<file path="config.mk">
export PLATFORM = sky130hd
export DESIGN_NAME = i2c_mem_slave
export DESIGN_NICKNAME = d
export VERILOG_FILES = /design/src/rtl/i2cm_pkg.sv /design/src/rtl/i2cm_sync.sv /design/src/rtl/i2cm_mem.sv /design/src/rtl/i2cm_fsm.sv /design/src/rtl/i2c_mem_slave.sv
export SDC_FILE = /design/constraint.sdc
export NUM_CORES = 2
export LEC_CHECK = 0
export BUFFER_PORTS_ARGS = -buffer_cell sky130_fd_sc_hd__clkbuf_2
export CAP_MARGIN = 20
export CORE_MARGIN = 2
export CORE_UTILIZATION = 65
export CTS_CLUSTER_DIAMETER = 40
export DETAILED_ROUTE_END_ITERATION = 7
export HOLD_SLACK_MARGIN = 0.03
export PLACE_DENSITY = 0.81
export REMOVE_ABC_BUFFERS = 1
export SYNTH_ARGS = -nofsm -noshare
export SYNTH_HDL_FRONTEND = slang
export SYNTH_SLANG_ARGS = --single-unit
</file>
<file path="constraint.sdc">
create_clock -name clk -period 8.42 [get_ports clk]
set_clock_uncertainty 0.2 [all_clocks]
set_input_delay 0.421 -clock clk [delete_from_list [all_inputs] [get_ports clk]]
set_output_delay 0.421 -clock clk [all_outputs]
set_load 0.02 [all_outputs]
</file>
<file path="src/rtl/i2cm_pkg.sv">
// Shared types for the I2C memory slave.
// Assumes one protocol engine per slave instance.
package i2cm_pkg;
    typedef enum logic [2:0] {
        ST_IDLE,     // waiting for START
        ST_RX,       // shifting in a byte from the master
        ST_ACKWAIT,  // byte complete, waiting for SCL low to answer
        ST_ACK,      // driving ACK through the ninth clock
        ST_TX,       // shifting a data byte out
        ST_RACK,     // sampling the master's ACK/NACK
        ST_IGNORE    // address mismatch, silent until START
    } st_t;

    typedef enum logic [1:0] {
        K_DEV,       // device address byte
        K_WADDR,     // word address byte
        K_WDATA      // data byte to store
    } kind_t;
endpackage

</file>
<file path="src/rtl/i2cm_sync.sv">
// Two-line input conditioner: a STAGES-deep synchroniser per line, plus
// edge and bus-condition detection on the synchronised pair.
// Assumes both lines idle high; line 0 is SCL and line 1 is SDA.
module i2cm_sync #(
    parameter int STAGES = 2
) (
    input  logic clk,
    input  logic rst_n,
    input  logic scl_i,
    input  logic sda_i,
    output logic scl_s,
    output logic sda_s,
    output logic scl_rise,
    output logic scl_fall,
    output logic start_det,
    output logic stop_det
);
    localparam int NLINES = 2;

    logic [NLINES-1:0] raw;
    logic [NLINES-1:0] synced;
    logic [NLINES-1:0] prev;

    assign raw = {sda_i, scl_i};

    for (genvar g = 0; g < NLINES; g++) begin : g_line
        logic [STAGES-1:0] chain;
        // Shift the raw line through the synchroniser flops.
        always_ff @(posedge clk) begin
            if (!rst_n) chain <= '1;
            else        chain <= {chain[STAGES-2:0], raw[g]};
        end
        assign synced[g] = chain[STAGES-1];
    end

    // Keep last cycle's synchronised levels for edge detection.
    always_ff @(posedge clk) begin
        if (!rst_n) prev <= '1;
        else        prev <= synced;
    end

    assign scl_s     = synced[0];
    assign sda_s     = synced[1];
    assign scl_rise  = synced[0] & ~prev[0];
    assign scl_fall  = ~synced[0] & prev[0];
    assign start_det = prev[1] & ~synced[1] & synced[0] & prev[0];
    assign stop_det  = ~prev[1] & synced[1] & synced[0] & prev[0];


    start_stop_excl_chk: assert property (@(posedge clk) disable iff (!rst_n)
        !(start_det && stop_det));
endmodule

</file>
<file path="src/rtl/i2cm_mem.sv">
// Byte array behind the slave: one synchronous write port and one
// combinational read port. Contents are deliberately kept through reset.
// Assumes a single writer.
module i2cm_mem #(
    parameter int AW = 8,
    parameter int DW = 8
) (
    input  logic          clk,
    input  logic          we,
    input  logic [AW-1:0] waddr,
    input  logic [DW-1:0] wdata,
    input  logic [AW-1:0] raddr,
    output logic [DW-1:0] rdata
);
    localparam int DEPTH = 1 << AW;

    logic [DW-1:0] store_q [DEPTH];

    // Store one byte when the protocol engine asks for it.
    always_ff @(posedge clk) begin
        if (we) store_q[waddr] <= wdata;
    end

    assign rdata = store_q[raddr];
endmodule

</file>
<file path="src/rtl/i2cm_fsm.sv">
// Protocol engine: byte reception, address match, acknowledge, data
// transmit and the persistent address counter.
// Assumes synchronised SCL/SDA with single-cycle edge strobes, DW = 8
// (7-bit device address plus R/W), and AW <= DW.
module i2cm_fsm
    import i2cm_pkg::*;
#(
    parameter int          AW       = 8,
    parameter int          DW       = 8,
    parameter logic [6:0]  DEV_ADDR = 7'h50
) (
    input  logic          clk,
    input  logic          rst_n,
    input  logic          scl_s,
    input  logic          sda_s,
    input  logic          scl_rise,
    input  logic          scl_fall,
    input  logic          start_det,
    input  logic          stop_det,
    input  logic [DW-1:0] mem_rdata,
    output logic          mem_we,
    output logic [AW-1:0] mem_addr,
    output logic [DW-1:0] mem_wdata,
    output logic          sda_oe
);
    localparam int          CW   = $clog2(DW);
    localparam logic [CW-1:0] LAST = CW'(DW - 1);

    st_t           state;
    kind_t         kind;
    logic [CW-1:0] cnt;
    logic [DW-1:0] sh;
    logic [AW-1:0] addr;
    logic          rw;

    // Data byte is written at the counter as its ACK is driven.
    assign mem_we    = (state == ST_ACKWAIT) && scl_fall && (kind == K_WDATA)
                       && !start_det && !stop_det;
    assign mem_addr  = addr;
    assign mem_wdata = sh;

    // Main protocol sequencer, bus conditions take priority.
    always_ff @(posedge clk) begin
        if (!rst_n) begin
            state  <= ST_IDLE;
            kind   <= K_DEV;
            cnt    <= '0;
            sh     <= '0;
            addr   <= '0;
            rw     <= 1'b0;
            sda_oe <= 1'b0;
        end else if (start_det) begin
            state  <= ST_RX;
            kind   <= K_DEV;
            cnt    <= '0;
            sda_oe <= 1'b0;
        end else if (stop_det) begin
            state  <= ST_IDLE;
            sda_oe <= 1'b0;
        end else begin
            case (state)
                ST_RX: begin
                    if (scl_rise) begin
                        sh <= {sh[DW-2:0], sda_s};
                        if (cnt == LAST) state <= ST_ACKWAIT;
                        else             cnt   <= cnt + 1'b1;
                    end
                end
                ST_ACKWAIT: begin
                    if (scl_fall) begin
                        case (kind)
                            K_DEV: begin
                                if (sh[DW-1 -: 7] == DEV_ADDR) begin
                                    rw     <= sh[0];
                                    sda_oe <= 1'b1;
                                    state  <= ST_ACK;
                                end else begin
                                    state  <= ST_IGNORE;
                                end
                            end
                            K_WADDR: begin
                                addr   <= sh[AW-1:0];
                                sda_oe <= 1'b1;
                                state  <= ST_ACK;
                            end
                            default: begin
                                addr   <= addr + 1'b1;
                                sda_oe <= 1'b1;
                                state  <= ST_ACK;
                            end
                        endcase
                    end
                end
                ST_ACK: begin
                    if (scl_fall) begin
                        cnt <= '0;
                        if (kind == K_DEV && rw) begin
                            sh     <= mem_rdata;
                            sda_oe <= ~mem_rdata[DW-1];
                            state  <= ST_TX;
                        end else begin
                            sda_oe <= 1'b0;
                            state  <= ST_RX;
                            kind   <= (kind == K_DEV) ? K_WADDR : K_WDATA;
                        end
                    end
                end
                ST_TX: begin
                    if (scl_fall) begin
                        if (cnt == LAST) begin
                            sda_oe <= 1'b0;
                            addr   <= addr + 1'b1;
                            state  <= ST_RACK;
                        end else begin
                            sh     <= {sh[DW-2:0], 1'b0};
                            sda_oe <= ~sh[DW-2];
                            cnt    <= cnt + 1'b1;
                        end
                    end
                end
                ST_RACK: begin
                    if (scl_rise) begin
                        if (sda_s) state <= ST_IDLE;
                    end else if (scl_fall) begin
                        cnt    <= '0;
                        sh     <= mem_rdata;
                        sda_oe <= ~mem_rdata[DW-1];
                        state  <= ST_TX;
                    end
                end
                default: ;
            endcase
        end
    end


    oe_rise_scl_low_chk: assert property (@(posedge clk) disable iff (!rst_n)
        $rose(sda_oe) |-> !scl_s);


    ignore_quiet_chk: assert property (@(posedge clk) disable iff (!rst_n)
        (state == ST_IGNORE) |-> !sda_oe);


    nack_idle_chk: assert property (@(posedge clk) disable iff (!rst_n)
        (state == ST_RACK && scl_rise && sda_s && !start_det && !stop_det)
        |=> (state == ST_IDLE && !sda_oe));


    start_restart_chk: assert property (@(posedge clk) disable iff (!rst_n)
        start_det |=> (state == ST_RX && kind == K_DEV && cnt == '0 && !sda_oe));


    addr_move_chk: assert property (@(posedge clk) disable iff (!rst_n)
        !$stable(addr) |-> ($past(state) == ST_ACKWAIT || $past(state) == ST_TX));
endmodule

</file>
<file path="src/rtl/i2c_mem_slave.sv">
// Top of the I2C memory slave: input conditioner, protocol engine and
// byte array. SDA is open-drain: sda_oe_o = 1 pulls the line low.
// Assumes clk runs at least about 16 times faster than SCL.
module i2c_mem_slave #(
    parameter int         AW       = 8,
    parameter int         DW       = 8,
    parameter int         STAGES   = 2,
    parameter logic [6:0] DEV_ADDR = 7'h50
) (
    input  logic clk,
    input  logic rst_n,
    input  logic scl_i,
    input  logic sda_i,
    output logic sda_oe_o
);
    logic          scl_s, sda_s, scl_rise, scl_fall, start_det, stop_det;
    logic          mem_we;
    logic [AW-1:0] mem_addr;
    logic [DW-1:0] mem_wdata, mem_rdata;

    i2cm_sync #(.STAGES(STAGES)) sync_i (
        .clk(clk), .rst_n(rst_n), .scl_i(scl_i), .sda_i(sda_i),
        .scl_s(scl_s), .sda_s(sda_s), .scl_rise(scl_rise),
        .scl_fall(scl_fall), .start_det(start_det), .stop_det(stop_det)
    );

    i2cm_fsm #(.AW(AW), .DW(DW), .DEV_ADDR(DEV_ADDR)) fsm_i (
        .clk(clk), .rst_n(rst_n), .scl_s(scl_s), .sda_s(sda_s),
        .scl_rise(scl_rise), .scl_fall(scl_fall), .start_det(start_det),
        .stop_det(stop_det), .mem_rdata(mem_rdata), .mem_we(mem_we),
        .mem_addr(mem_addr), .mem_wdata(mem_wdata), .sda_oe(sda_oe_o)
    );

    i2cm_mem #(.AW(AW), .DW(DW)) mem_i (
        .clk(clk), .we(mem_we), .waddr(mem_addr), .wdata(mem_wdata),
        .raddr(mem_addr), .rdata(mem_rdata)
    );
endmodule

</file>
==> out/qor_table.md <==
| Item | Value | Unit |
|:---|:---|:---|
| Run status | finished with violations | - |
| Violated checks | design-rule violations | - |
| CTS tree | yes | - |
| Detailed placement HPWL | 118 | mm |
| GRT Residual Overflow | 0 | - |
| Post-Route WL | 218 | mm |
| Post-Route Setup TNS | 0 | ns |
| Cell area after technology mapping | 81700 | µm² |
| Post-synth cell types | 67 | - |
| Most numerous cell on the critical path | buf_4 | - |
| Clock latency reported for the late side of the worst-skew pair | 0.85 | ns |
| Synth async-reset ratio | 0 | - |
| Crit Path Class | reg -> reg | - |
| Post-synthesis cell count | 3852 | - |
| Proportion of synthesized chip area in sequential cells | 0.763 | - |
| Clk buf depth | 3 | - |
| Slowest Stage Delay on Critical Path | 0.85 | ns |
| Max Fclk | 197 | MHz |
| Element type at the critical path start | flip-flop | - |
| Most common cell after layout, fill and taps aside | edfxtp_1 | - |
| Die Span X | 358 | µm |
| Routability congestion estimate | 0.981 | - |
| Slowest-stage cell, CP | dfxtp_4 | - |
| Layout cells sized above 1 | 0.239 | - |
| Max-slew headroom at the worst pin | 0.186 | - |
| Antenna violations before repair | 12 | - |
| Wire length of the first global-routing pass | 308 | mm |
| Clk pin slew, worst setup/hold paths | 0.07 | ns |
| Die height | 358 | µm |
| Yosys synthesis warning count | 0 | - |
| Number of instances resized during post-cts repair | 0 | - |
| Highest-count cells in the layout ignoring fill and taps | edfxtp_1, mux4_2, nor2_1 | - |
| Hold Crit Start | sync_i.g_line[1].chain[0] | - |
| Worst min path class | reg -> reg | - |
| Worst vdd rail ir drop | 0.264 | mV |
| Vias per std cell | 7.38 | - |
| Std-Cell Core Area | 125000 | µm² |
| Total I/O pin count | 5 | - |
| Inserted Clock Buffers | 207 | - |
| Final Slew Violations | 0 | - |
| Post-route minimum period | 5.07 | ns |
| Predominant post-synthesis flop cell | edfxtp_1 | - |
| Vias in the first global route | 42597 | - |
| Setup-failing EPs final | 0 | - |
| Required time at the worst-slack endpoint | 8.93 | ns |
| Hold slack final | 0.214 | ns |
| Maximum fanout encountered on the critical timing path | 52 | - |
| Clock root buffer master | clkbuf_16 | - |
| DR iter-0 viols | 7096 | - |
| Reg2Reg Capture Point | fsm_i.sda_oe | - |
| Count of nets left with antenna violations after detail routing | 0 | - |
| Hold endpoint | sync_i.g_line[1].chain[1] | - |
| Number of levels the H-tree was split into | 4 | - |
| Worst setup EP type | flip-flop | - |
| Number of failing hold endpoints at the final stage | 0 | - |
| Arrival time of data at the critical path endpoint | 5.59 | ns |
| Areal power density over the cells | 229 | nW/µm² |
| Final net count | 3937 | - |
| Number of cells on the worst hold path | 1 | - |
| Period utilization | 0.602 | - |
| Total of buffers placed on input and output ports | 4 | - |
| Area enclosed by the die boundary | 128000 | µm² |
| Placed inst area | 83000 | µm² |
| Path depth of the worst reg2reg path | 10 | - |
| CP cell instances | buf_4 > buf_4 > mux4_2 > mux2i_1 > a2111oi_0 > a311o_1 > and3_1 > o311ai_1 > a21oi_1 > nor3_2 | - |
| Total vias in the final route | 42522 | - |
| Leak pwr | 31.0 | nW |
| Relative area change from synthesis to final layout | 10.4 | % |
| # DRC | 175 | - |
| Average wire length per cell after detail routing | 37.8 | µm |
| Final non-filler cell area | 90100 | µm² |
| Initial DRT Pass Iterations | 8 | - |
| Setup repair after global routing missed its margin | no | - |
| Worst-Margin Slew | 1.21 | ns |
| Number of cell rows | 130 | - |
| Global-route total usage across every layer | 0.344 | - |
| Minimum setup slack among reg-to-reg paths | 3.35 | ns |
| Synth Register Bits | 2088 | - |
| Pin count of the biggest net entering global routing | 129 | - |
| Initial standard-cell utilization of the core | 0.653 | - |
| Clock Sink Count | 2088 | - |
| Syn avg cell area | 21.2 | µm² |
| Number of enable-type register cells in the synthesized netlist | 2048 | - |
| Reported max-cap violation count | 0 | - |
[worst max-delay path: cells and delay by family (launching register included)]
family / cells / cell delay (ns)
AOI/OAI and AO/OA: 4 / 1.51
DFF: 1 / 0.85
buffers and inverters: 2 / 1.47
and+or+nand+nor: 2 / 0.33
muxes: 2 / 0.48
[area by class of cell]
class                           count  area, µm²
Antenna cell                        5       12.5
Clock buffer                      244       5360
Clock inverter                    143       1490
Fill cell                        6498      35000
Inverter                           10       42.5
Multi-Input combinational cell   1533      18000
Sequential cell                  2088      62300
Tap cell                         1650       2060
Timing Repair Buffer               86        811
[what timing repair did]
item	in CTS	in global routing
endpoints found under the hold margin	5	0
setup buffers	0	0
hold buffers	5	0
[Yosys cell counts, drive strengths merged, types with 3 or more instances]
master | number | area share
o211ai | 6 | 0.00055
dfxtp | 40 | 0.0098
a311oi | 9 | 0.00097
edfxtp | 2048 | 0.75
mux2 | 9 | 0.0012
o21ai | 46 | 0.0028
clkbuf | 69 | 0.0032
a31oi | 23 | 0.0018
nor4 | 3 | 0.00023
o22ai | 32 | 0.0025
nand3b | 3 | 0.00028
and3 | 16 | 0.0012
ha | 7 | 0.0011
mux2i | 72 | 0.0088
a2111oi | 8 | 0.00093
mux4 | 568 | 0.16
a211oi | 18 | 0.0017
o2111ai | 3 | 0.00032
and2 | 12 | 0.00092
nand4 | 7 | 0.00054
o31ai | 3 | 0.00028
nand2 | 191 | 0.0088
a211o | 6 | 0.00064
nor3 | 22 | 0.0014
nor2 | 312 | 0.014
a22oi | 7 | 0.00064
nor2b | 19 | 0.0015
inv | 8 | 0.00037
a21oi | 45 | 0.0028
buf | 152 | 0.013
or3 | 3 | 0.00023
nand3 | 39 | 0.0024
nand2b | 14 | 0.0011
[registers in the layout, summed over array words and instances (netlist names), named ones only]
name / flops
sync_i.g_line.chain: 4
fsm_i.cnt: 3
fsm_i.sda_oe: 1
fsm_i.kind: 2
fsm_i.rw: 1
mem_i.store_q: 2048
fsm_i.mem_wdata: 8
sync_i.prev: 2
fsm_i.state: 3
fsm_i.mem_addr: 8
[per-stage QoR]
step            util  total power (W)  cells  worst slack, ns
2_1_floorplan      -           0.0115   3631           -16.44
3_3_place_gp   0.664           0.0115   5354             3.64
3_5_place_dp   0.664           0.0115   5354             3.69
4_1_cts        0.719           0.0206   5746             3.53
5_1_grt        0.720           0.0210   5755             3.29
6_report       0.720           0.0207   5759             3.35
[logic make-up after synthesis]
kind of cell,after synthesis,synth area share
flops,2088,0.763
buf+inv,231,0.0169
compound gates,228,0.0183
mux,649,0.167
simple gates,648,0.0335
fa+ha+maj,7,0.00107
xor+xnor,1,0.000107
[routing by layer]
layer | global-route usage | vias up | routed length (µm)
met5 | 0 | - | 171
met4 | 0.153 | 12 | 12400
met3 | 0.111 | 798 | 30500
met2 | 0.529 | 3743 | 103000
met1 | 0.459 | 21823 | 71800
li1 | - | 16146 | -
[report_power, final]
part / leakage [nW] / internal [W] / switching, W
registers: 22.7 / 0.0112 / 0.00000588
logic: 4.94 / 0.00000593 / 0.0000194
clock network: 3.30 / 0.00535 / 0.00404
[worst max path at each step]
| stage | startpoint | endpoint | slack (ns) | cells after the start |
|---|---|---|---|---|
| after CTS | flip-flop | fsm_i.mem_wdata[7] | 3.53 | 10 |
| after global routing | flip-flop | fsm_i.mem_wdata[7] | 3.29 | 10 |
| after global placement | flip-flop | fsm_i.mem_wdata[7] | 3.64 | 10 |
| final | flip-flop | fsm_i.sda_oe | 3.35 | 10 |
| after detailed placement | flip-flop | fsm_i.sda_oe | 3.69 | 10 |
| after floorplan | flip-flop | fsm_i.mem_wdata[4] | -16.44 | 8 |
No activity file was read; power rests on OpenSTA's default activity.
